File: config.mk
export PLATFORM = sky130hd
export DESIGN_NAME = flash_guard
export DESIGN_NICKNAME = d
export VERILOG_FILES = /design/src/rtl/flash_guard_pkg.sv /design/src/rtl/fg_pin_filter.sv /design/src/rtl/fg_lock_bank.sv /design/src/rtl/fg_sequencer.sv /design/src/rtl/fg_status.sv /design/src/rtl/flash_guard.sv
export SDC_FILE = /design/constraint.sdc
export NUM_CORES = 1
export LEC_CHECK = 0
export BUFFER_PORTS_ARGS = -buffer_cell sky130_fd_sc_hd__buf_2
export CAP_MARGIN = 20
export CORE_MARGIN = 10
export CORE_UTILIZATION = 55
export CTS_CLUSTER_SIZE = 16
export DETAILED_ROUTE_END_ITERATION = 16
export GPL_ROUTABILITY_DRIVEN = 0
export GPL_TIMING_DRIVEN = 0
export PLACE_DENSITY = 0.87
export SKIP_CTS_REPAIR_TIMING = 1
export SLEW_MARGIN = 20
export SYNTH_ARGS = -nofsm -noshare
export SYNTH_HDL_FRONTEND = slang
export SYNTH_HIERARCHICAL = 1
export SYNTH_SLANG_ARGS = --single-unit
File: constraint.sdc
create_clock -name clk -period 4.35 [get_ports clk]
set_clock_uncertainty 0.1 [all_clocks]
set_input_delay 1.305 -clock clk [delete_from_list [all_inputs] [get_ports clk]]
set_output_delay 1.305 -clock clk [all_outputs]
set_load 0.05 [all_outputs]
File: src/rtl/flash_guard_pkg.sv
package flash_guard_pkg;
  typedef enum logic [2:0] {
    OP_NONE   = 3'd0,
    OP_PROG   = 3'd1,
    OP_PERASE = 3'd2,
    OP_FERASE = 3'd3,
    OP_SETLK  = 3'd4,
    OP_CLRLK  = 3'd5,
    OP_SETSEC = 3'd6
  } op_e;

  typedef enum logic [1:0] {
    ARR_PROG   = 2'd0,
    ARR_PERASE = 2'd1,
    ARR_FERASE = 2'd2
  } arr_e;

  typedef struct packed {
    logic done;
    logic lock_err;
    logic cmd_err;
  } evt_t;
endpackage

File: src/rtl/fg_pin_filter.sv
module fg_pin_filter #(
  parameter int TICK_CYCLES = 48000,
  parameter int HOLD_MS     = 50
) (
  input  logic clk,
  input  logic rst_n,
  input  logic pin,
  output logic fire
);
  localparam int CW = $clog2(TICK_CYCLES + 1);
  localparam int MW = $clog2(HOLD_MS + 2);

  logic [1:0]    sync_q;
  logic [CW-1:0] psc_q;
  logic [MW-1:0] ms_q;
  logic          spent_q;

  always_ff @(posedge clk or negedge rst_n) begin
    if (!rst_n) begin
      sync_q  <= '0;
      psc_q   <= '0;
      ms_q    <= '0;
      spent_q <= 1'b0;
      fire    <= 1'b0;
    end else begin
      sync_q <= {sync_q[0], pin};
      fire   <= 1'b0;
      if (!sync_q[1]) begin
        psc_q   <= '0;
        ms_q    <= '0;
        spent_q <= 1'b0;
      end else if (!spent_q) begin
        if (psc_q == CW'(TICK_CYCLES - 1)) begin
          psc_q <= '0;
          if (ms_q == MW'(HOLD_MS)) begin
            fire    <= 1'b1;
            spent_q <= 1'b1;
          end else begin
            ms_q <= ms_q + 1'b1;
          end
        end else begin
          psc_q <= psc_q + 1'b1;
        end
      end
    end
  end
endmodule

File: src/rtl/fg_lock_bank.sv
module fg_lock_bank #(
  parameter int REGIONS = 8,
  localparam int RW = $clog2(REGIONS)
) (
  input  logic               clk,
  input  logic               rst_n,
  input  logic               set_lk,
  input  logic               clr_lk,
  input  logic [RW-1:0]      region,
  input  logic               wipe_locks,
  input  logic               set_sec,
  input  logic               clr_sec,
  output logic [REGIONS-1:0] locks,
  output logic               secure
);
  for (genvar r = 0; r < REGIONS; r++) begin : g_lock
    logic hit;
    assign hit = (region == RW'(r));
    always_ff @(posedge clk or negedge rst_n) begin
      if (!rst_n)               locks[r] <= 1'b0;
      else if (wipe_locks)      locks[r] <= 1'b0;
      else if (set_lk && hit)   locks[r] <= 1'b1;
      else if (clr_lk && hit)   locks[r] <= 1'b0;
    end
  end

  always_ff @(posedge clk or negedge rst_n) begin
    if (!rst_n)       secure <= 1'b0;
    else if (set_sec) secure <= 1'b1;
    else if (clr_sec) secure <= 1'b0;
  end
endmodule

File: src/rtl/fg_sequencer.sv
module fg_sequencer
  import flash_guard_pkg::*;
#(
  parameter int          PAGES   = 256,
  parameter int          REGIONS = 8,
  parameter logic [7:0]  KEY     = 8'hA5,
  localparam int PW = $clog2(PAGES),
  localparam int RW = $clog2(REGIONS)
) (
  input  logic               clk,
  input  logic               rst_n,
  input  logic               cmd_wr,
  input  logic [31:0]        cmd_word,
  input  logic [REGIONS-1:0] locks,
  input  logic               pin_fire,
  input  logic               arr_done,
  output logic               arr_req,
  output logic [1:0]         arr_op,
  output logic [PW-1:0]      arr_page,
  output logic               busy,
  output logic               set_lk,
  output logic               clr_lk,
  output logic               set_sec,
  output logic               clr_sec,
  output logic [RW-1:0]      region,
  output evt_t               ev
);
  typedef enum logic [1:0] {S_IDLE, S_CMD, S_WIPE} st_e;

  st_e           st_q;
  logic          pend_q;
  logic          key_ok, idle, wipe_go, take, issue;
  op_e           op;
  logic [PW-1:0] page;
  arr_e          iss_op;
  logic          unused_word;

  assign unused_word = ^cmd_word;
  assign key_ok  = (cmd_word[31:24] == KEY);
  assign op      = op_e'(cmd_word[2:0]);
  assign page    = cmd_word[8 +: PW];
  assign region  = page[PW-1 -: RW];
  assign idle    = (st_q == S_IDLE);
  assign wipe_go = idle && (pend_q || pin_fire);
  assign take    = cmd_wr && idle && !wipe_go;
  assign busy    = !idle;
  assign clr_sec = (st_q == S_WIPE) && arr_done;

  always_comb begin
    ev      = '0;
    set_lk  = 1'b0;
    clr_lk  = 1'b0;
    set_sec = 1'b0;
    issue   = 1'b0;
    iss_op  = ARR_PROG;
    if (cmd_wr && !take) begin
      ev.cmd_err = 1'b1;
    end else if (take) begin
      if (!key_ok) begin
        ev.cmd_err = 1'b1;
      end else begin
        unique case (op)
          OP_PROG, OP_PERASE: begin
            if (locks[region]) ev.lock_err = 1'b1;
            else begin
              issue  = 1'b1;
              iss_op = (op == OP_PROG) ? ARR_PROG : ARR_PERASE;
            end
          end
          OP_FERASE: begin
            if (|locks) ev.lock_err = 1'b1;
            else begin
              issue  = 1'b1;
              iss_op = ARR_FERASE;
            end
          end
          OP_SETLK:  begin set_lk  = 1'b1; ev.done = 1'b1; end
          OP_CLRLK:  begin clr_lk  = 1'b1; ev.done = 1'b1; end
          OP_SETSEC: begin set_sec = 1'b1; ev.done = 1'b1; end
          default:   ev.cmd_err = 1'b1;
        endcase
      end
    end
    if (st_q == S_CMD && arr_done) ev.done = 1'b1;
  end

  always_ff @(posedge clk or negedge rst_n) begin
    if (!rst_n) begin
      st_q     <= S_IDLE;
      pend_q   <= 1'b0;
      arr_req  <= 1'b0;
      arr_op   <= '0;
      arr_page <= '0;
    end else begin
      arr_req <= 1'b0;
      if (wipe_go) begin
        st_q     <= S_WIPE;
        pend_q   <= 1'b0;
        arr_req  <= 1'b1;
        arr_op   <= ARR_FERASE;
        arr_page <= '0;
      end else begin
        if (pin_fire) pend_q <= 1'b1;
        if (issue) begin
          st_q     <= S_CMD;
          arr_req  <= 1'b1;
          arr_op   <= iss_op;
          arr_page <= page;
        end else if (!idle && arr_done) begin
          st_q <= S_IDLE;
        end
      end
    end
  end
endmodule

File: src/rtl/fg_status.sv
module fg_status
  import flash_guard_pkg::*;
(
  input  logic clk,
  input  logic rst_n,
  input  evt_t ev,
  input  logic sts_rd,
  input  logic ie_done,
  input  logic ie_lock,
  input  logic ie_cmd,
  output evt_t flags,
  output logic irq
);
  always_ff @(posedge clk or negedge rst_n) begin
    if (!rst_n) flags <= '0;
    else        flags <= (sts_rd ? '0 : flags) | ev;
  end

  assign irq = (flags.done & ie_done) | (flags.lock_err & ie_lock) |
               (flags.cmd_err & ie_cmd);
endmodule

File: src/rtl/flash_guard.sv
module flash_guard
  import flash_guard_pkg::*;
#(
  parameter int         PAGES       = 256,
  parameter int         REGIONS     = 8,
  parameter logic [7:0] KEY         = 8'hA5,
  parameter int         TICK_CYCLES = 48000,
  parameter int         HOLD_MS     = 50,
  localparam int PW = $clog2(PAGES),
  localparam int RW = $clog2(REGIONS)
) (
  input  logic               clk,
  input  logic               rst_n,
  input  logic               cmd_wr,
  input  logic [31:0]        cmd_word,
  input  logic               sts_rd,
  input  logic               ie_done,
  input  logic               ie_lock,
  input  logic               ie_cmd,
  input  logic               erase_pin,
  input  logic               dbg_req,
  input  logic               xprog_req,
  input  logic               arr_done,
  output logic               busy,
  output logic               st_done,
  output logic               st_lock_err,
  output logic               st_cmd_err,
  output logic               irq,
  output logic [REGIONS-1:0] lock_q,
  output logic               secure,
  output logic               dbg_gnt,
  output logic               xprog_gnt,
  output logic               arr_req,
  output logic [1:0]         arr_op,
  output logic [PW-1:0]      arr_page
);
  logic          pin_fire, set_lk, clr_lk, set_sec, clr_sec;
  logic [RW-1:0] region;
  evt_t          ev, flags;

  fg_pin_filter #(.TICK_CYCLES(TICK_CYCLES), .HOLD_MS(HOLD_MS)) u_pin (
    .clk(clk), .rst_n(rst_n), .pin(erase_pin), .fire(pin_fire)
  );

  fg_sequencer #(.PAGES(PAGES), .REGIONS(REGIONS), .KEY(KEY)) u_seq (
    .clk(clk), .rst_n(rst_n), .cmd_wr(cmd_wr), .cmd_word(cmd_word),
    .locks(lock_q), .pin_fire(pin_fire), .arr_done(arr_done),
    .arr_req(arr_req), .arr_op(arr_op), .arr_page(arr_page), .busy(busy),
    .set_lk(set_lk), .clr_lk(clr_lk), .set_sec(set_sec), .clr_sec(clr_sec),
    .region(region), .ev(ev)
  );

  fg_lock_bank #(.REGIONS(REGIONS)) u_lock (
    .clk(clk), .rst_n(rst_n), .set_lk(set_lk), .clr_lk(clr_lk),
    .region(region), .wipe_locks(pin_fire), .set_sec(set_sec),
    .clr_sec(clr_sec), .locks(lock_q), .secure(secure)
  );

  fg_status u_sts (
    .clk(clk), .rst_n(rst_n), .ev(ev), .sts_rd(sts_rd), .ie_done(ie_done),
    .ie_lock(ie_lock), .ie_cmd(ie_cmd), .flags(flags), .irq(irq)
  );

  assign st_done     = flags.done;
  assign st_lock_err = flags.lock_err;
  assign st_cmd_err  = flags.cmd_err;
  assign dbg_gnt     = dbg_req & ~secure;
  assign xprog_gnt   = xprog_req & ~secure;
endmodule

=== After elaboration in Yosys (flattened, before gate mapping) ===
Cells that the tools add are included.

* Bits in registers: 52

* Add/subtract/negate cells: 2
* Order comparisons: 1
* Equal/unequal tests: 21
* Muxes and demuxes: 89
* Bitwise logic cells: 9
* Reduce and logical (&&, ||, !) cells: 46

{| class="wikitable"
|+ Operator list
! operator !! number
|-
| $mux W1 || 62
|-
| $mux W16 || 3
|-
| $reduce_bool A3 Y1 || 9
|-
| $mux W2 || 12
|-
| $mux W6 || 4
|-
| $logic_and A1 B1 Y1 || 23
|-
| $eq A3 B3 Y1 const B || 7
|-
| $add A16 B1 Y16 const B || 1
|-
| $eq A16 B16 Y1 const B || 1
|-
| $mux W8 || 2
|-
| $eq A3 B2 Y1 const B || 4
|-
| $eq A8 B8 Y1 const B || 1
|-
| $reduce_or A8 Y1 || 1
|-
| $add A6 B1 Y6 const B || 1
|-
| $eq A3 B1 Y1 const B || 2
|-
| $eq A6 B6 Y1 const B || 1
|-
| $mux W3 || 2
|-
| $ne A2 B2 Y1 const B || 3
|-
| $reduce_bool A2 Y1 || 3
|-
| $reduce_or A6 Y1 || 1
|-
| $and A1 B1 Y1 || 5
|-
| $lt A3 B4 Y1 const B || 1
|-
| $pmux W1 S2 || 2
|-
| $pmux W2 S2 || 1
|-
| other kinds (13) || 16
|}

=== Logic depth before layout (Yosys ltp) ===
* Depth in word-level cells: 11
* Mapped depth: 7
* Depth with buffers taken out: 7

=== Cells and area by module ===
The synthesis kept the hierarchy.

{| class="wikitable"
|+ Modules (own cells, without submodules)
! module !! instances !! cells each !! area each (µm²) !! sequential area each (µm²)
|-
| fg_pin_filter || 1 || 137 || 1342.5 || 650.6
|-
| fg_sequencer || 1 || 83 || 873.3 || 350.3
|-
| fg_lock_bank || 1 || 47 || 511.7 || 225.2
|-
| fg_status || 1 || 9 || 115.1 || 75.1
|-
| flash_guard || 1 || 2 || 12.5 || 0.0
|}

=== Worst setup path before layout ===
No wires, ideal clock.

* Kind: input-to-output
* Start: input dbg_req
* End: output dbg_gnt
* Data arrival time: 2.012 ns
* Data required time: 2.945 ns
* Path slack: 0.933 ns
* Cell stages on the path: 1
* Buffers on the path: 0
* Cell sequence: nor2b_1

* Cells in the longest elaborated chain, start to end: 1

{| class="wikitable"
|+ Ends and longest elaborated chain
! element !! line !! source
|-
| from (decl) || flash_guard.sv:21 || <nowiki>input logic dbg_req,</nowiki>
|-
| $and A1 B1 Y1 || flash_guard.sv:67 || <nowiki>assign dbg_gnt = dbg_req & ~secure;</nowiki>
|-
| to (decl) || flash_guard.sv:31 || <nowiki>output logic dbg_gnt,</nowiki>
|}

Every way passes these cells.

=== Worst setup path after layout ===
* Start: input cmd_word[27]
* End: register u_lock.locks[0]

* Cells in the longest elaborated chain, start to end: 7
* Elaborated cells on any way between the ends: 12
* Classes of those cells: eq/ne (1); mux (8); reduce/logical (3)

{| class="wikitable"
|+ Ends and longest elaborated chain
! element !! line !! source
|-
| from (decl) || flash_guard.sv:15 || <nowiki>input logic [31:0] cmd_word,</nowiki>
|-
| $eq A8 B8 Y1 (*) || fg_sequencer.sv:39 || <nowiki>assign key_ok = (cmd_word[31:24] == KEY);</nowiki>
|-
| $mux W1 (*) || fg_sequencer.sv:59 || <nowiki>if (!key_ok) begin</nowiki>
|-
| $mux W1 (*) || fg_sequencer.sv:58 || <nowiki>end else if (take) begin</nowiki>
|-
| $mux W1 (*) || fg_sequencer.sv:56 || <nowiki>if (cmd_wr && !take) begin</nowiki>
|-
| named net set_lk || flash_guard.sv:37 || <nowiki>logic pin_fire, set_lk, clr_lk, set_sec, clr_sec;</nowiki>
|-
| $logic_and A1 B1 Y1 (*) || fg_lock_bank.sv:22 || <nowiki>else if (set_lk && hit) locks[r] <= 1'b1;</nowiki>
|-
| $mux W1 || fg_lock_bank.sv:22 ||
|-
| $mux W1 || fg_lock_bank.sv:21 || <nowiki>else if (wipe_locks) locks[r] <= 1'b0;</nowiki>
|-
| to (signal, indexed assignment) || fg_lock_bank.sv:21 ||
|-
| to (signal, indexed assignment) || fg_lock_bank.sv:22 ||
|-
| to (signal, indexed assignment) || fg_lock_bank.sv:23 || <nowiki>else if (clr_lk && hit) locks[r] <= 1'b0;</nowiki>
|-
| to (decl) || fg_lock_bank.sv:13 || <nowiki>output logic [REGIONS-1:0] locks,</nowiki>
|}

The timed path passes the listed nets; every way through them passes the cells marked *.
A chain may end at the register's enable or synchronous reset.

==> results_dict.tcl <==
set metrics [dict create \
    power_density_nw_per_um2 257 \
    synth_top_area_cell "dfrtp_1" \
    yosysWarnings 6 \
    vias_per_cell 5.79 \
    period_needed_ns 3.46 \
    rsz0062_at_grt "false" \
    fp-row-count 26 \
    max_freq_ghz 0.289 \
    p_sw_uw 208 \
    wl_per_cell_um 15.0 \
    grt_max_degree 53 \
    drive_gt1_share_pct 26.8 \
    htreeDepth 2 \
    port_buffers 54 \
    detailedPlace.worstSlack_ns 0.621 \
    design_area_um2 3310 \
    clk_latency_ns 0.31 \
    synth_top_area_share_pct 45.6 \
    synthArstFlopShare_pct 100 \
    n_antenna_cell 0 \
    firstDrtPassIters 4 \
    finalSetupTns_ns 0 \
    die_y_um 92.1 \
    switching_share_pct 24.4 \
    synth_commonest_cells "52 x dfrtp_1, 23 x nor2_1, 20 x nand2_1" \
    finalNetCount 385 \
    slew_violations 0 \
    synth_seq_cells 52 \
    drc 0 \
    ys_seq_area_share_pct 45.6 \
    dieArea_um2 8470 \
    core_area_um2 5070 \
    area_delta_synth_final_pct 16.0 \
    num_io_pins 70 \
    cts_root_buffer "clkbuf_8" \
    cp.required_ns 4.48 \
    cp_max_fo 7 \
    finalCritPeriodShare_pct 79.6 \
    intPower_uw 644 \
    endpoint_kind "flop" \
    synth.distinct_cells 68 \
    drt.antenna.violating_nets 0 \
    min_path_type "reg2reg" \
    cts_inserted_buffers 5 \
    outcome "finished clean" \
    synth.most_common_cell "dfrtp_1" \
    cts_tree "built" \
    grt_usage_pct 14.5 \
    pwr-share-seq_pct 57.6 \
    drt_iter0_markers 92 \
    max_slew.worst_pin.slew_ns 0.743 \
    drv_cap 0 \
    clk_pin_slew_ns 0.09 \
    maxSlewHeadroom_pct 50.1 \
    dpl_cell_area_um2 3220 \
    cp_data_arrival_time_ns 3.59 \
    irDropWorstVdd_mv 0.156 \
    vias 2372 \
    syn_area_um2 2860 \
    die_w_um 92.1 \
    path_class "in2reg" \
    cts_num_sinks 52 \
    pwr-share-clk_pct 34.0 \
    setup_ws_ns 0.888 \
    finalHoldViolCount 0 \
    totalWireLength_mm 6.14 \
    grt_pass1_vias 2277 \
    grt_first_pass_wirelength_mm 10.5 \
    p_leak_uw 0.00157 \
    dpl.hpwl_mm 4.70 \
    overflow 0 \
    synth-main-ff-cell "dfrtp_1" \
    start_util_pct 56.3 \
    power_frac_comb_pct 8.4 \
    synth_edf_count 0 \
    antenna_found_initial 0 \
    syn_nets 324 \
    synthCells 278 \
    synthTopCellsByArea "dfrtp_1 46%, nor2_1 3.0%, a22o_1 2.8%" \
    clock_path_buffers 2 \
    setup_violations 0 \
    startpoint_type "input pin" \
    synth_area_per_cell_um2 10.3 \
]
==> cell type report <==
cell class	instances	area, um^2
plain buffers	13	90.1
clock buffers	6	82.6
clock inverters	2	15.0
fillers	398	1760
inverters	15	56.3
multi-input cells	198	1410
flip-flops and latches	52	1300
well taps	70	87.6
repair buffers	54	273
==> worst paths after layout <==
check                                start              end  slack (ns)  cells after the start
min in group asynchronous            rst_n  u_lock/locks[7]        0.90                      1
setup / recovery              cmd_word[27]  u_lock/locks[0]        0.89                      8
max in group asynchronous            rst_n  u_pin/psc_q[15]        2.82                      1
hold / removal             u_pin/sync_q[0]  u_pin/sync_q[1]        0.26                      0
hold reg to reg            u_pin/sync_q[0]  u_pin/sync_q[1]        0.26                      0
setup reg to reg                u_pin/fire  u_lock/locks[0]        1.76                      7
==> stage by stage <==
stage | hold WS, ns | util, % | total power (uW) | cells
after global placement | 0.234 | 63.3 | 570 | 402
after CTS | 0.256 | 65.3 | 861 | 410
after detailed placement | 0.235 | 63.4 | 572 | 402
after floorplan | 0.231 | - | 540 | 278
after global routing | 0.293 | 65.3 | 886 | 410
final | 0.255 | 65.3 | 851 | 410
==> layer usage <==
metal  GRT usage [%]  routed length [um]  vias up  part of all wire (%)
met2            24.0                2840       73                    46
met1            17.8                2750     1141                    45
met5               0                   0        -                     0
met4            3.60                  57        0                  0.93
li1                -                   -     1153                     -
met3            4.89                 490        5                   8.0
==> kinds of logic after synthesis <==
| logic type | count (synthesis) | share of synthesized area, % |
|---|---|---|
| multiplexers | 5 | 3.11 |
| buffers and inverters | 28 | 5.13 |
| AND/OR/NAND/NOR | 128 | 27.9 |
| XOR/XNOR | 12 | 3.68 |
| AO/OA/AOI/OAI | 50 | 13.3 |
| adder cells (fa/ha/maj) | 3 | 1.31 |
| flip-flops | 52 | 45.6 |
==> placed cells by master, fill, tap and decap left out, types with 3 or more instances in the layout <==
| master | n |
|---|---|
| a21oi_1 | 4 |
| nor3_1 | 9 |
| buf_2 | 55 |
| nor2_1 | 23 |
| nand4_1 | 9 |
| and4bb_2 | 3 |
| xor2_1 | 7 |
| a21o_1 | 5 |
| clkbuf_8 | 6 |
| o21ai_0 | 5 |
| a22o_1 | 9 |
| nand2_1 | 20 |
| and4b_1 | 3 |
| and3_1 | 3 |
| clkbuf_1 | 3 |
| ha_1 | 3 |
| o211ai_1 | 4 |
| nand2b_1 | 9 |
| inv_1 | 13 |
| buf_6 | 3 |
| nor2b_1 | 3 |
| buf_4 | 5 |
| nor4b_1 | 3 |
| xnor2_1 | 5 |
| o22ai_1 | 6 |
| nand3_1 | 14 |
| dfrtp_1 | 52 |
| or4_1 | 3 |
==> worst max-delay path: stages <==
cell      delay (ns)
buf_2           0.10
nor4bb_1        0.46
nand4_1         0.18
inv_1           0.14
nand3_1         0.14
nor3_1          0.60
or4b_1          0.50
o22ai_1         0.17
==> power groups by stage <==
stage                     sequential (uW)  combinational, uW  clock (uW)
after global placement                500               70.3           0
after detailed placement              500               72.5           0
after CTS                             490               72.3         299
final                                 490               71.5         289
after global routing                  491               79.4         316
after floorplan                       503               37.2           0
==> registers in the layout, summed over array words and instances, names as in the netlist <==
name and flops:
u_seq/arr_page 8, u_pin/spent_q 1, u_lock/locks 8, u_pin/psc_q 16
u_pin/fire 1, u_seq/arr_req 1, u_pin/ms_q 6, u_pin/sync_q 2
u_sts/flags 3, u_lock/secure 1, u_seq/st_q 2, u_seq/pend_q 1
u_seq/arr_op 2
Note: power is estimated with default switching activity, not from simulation.
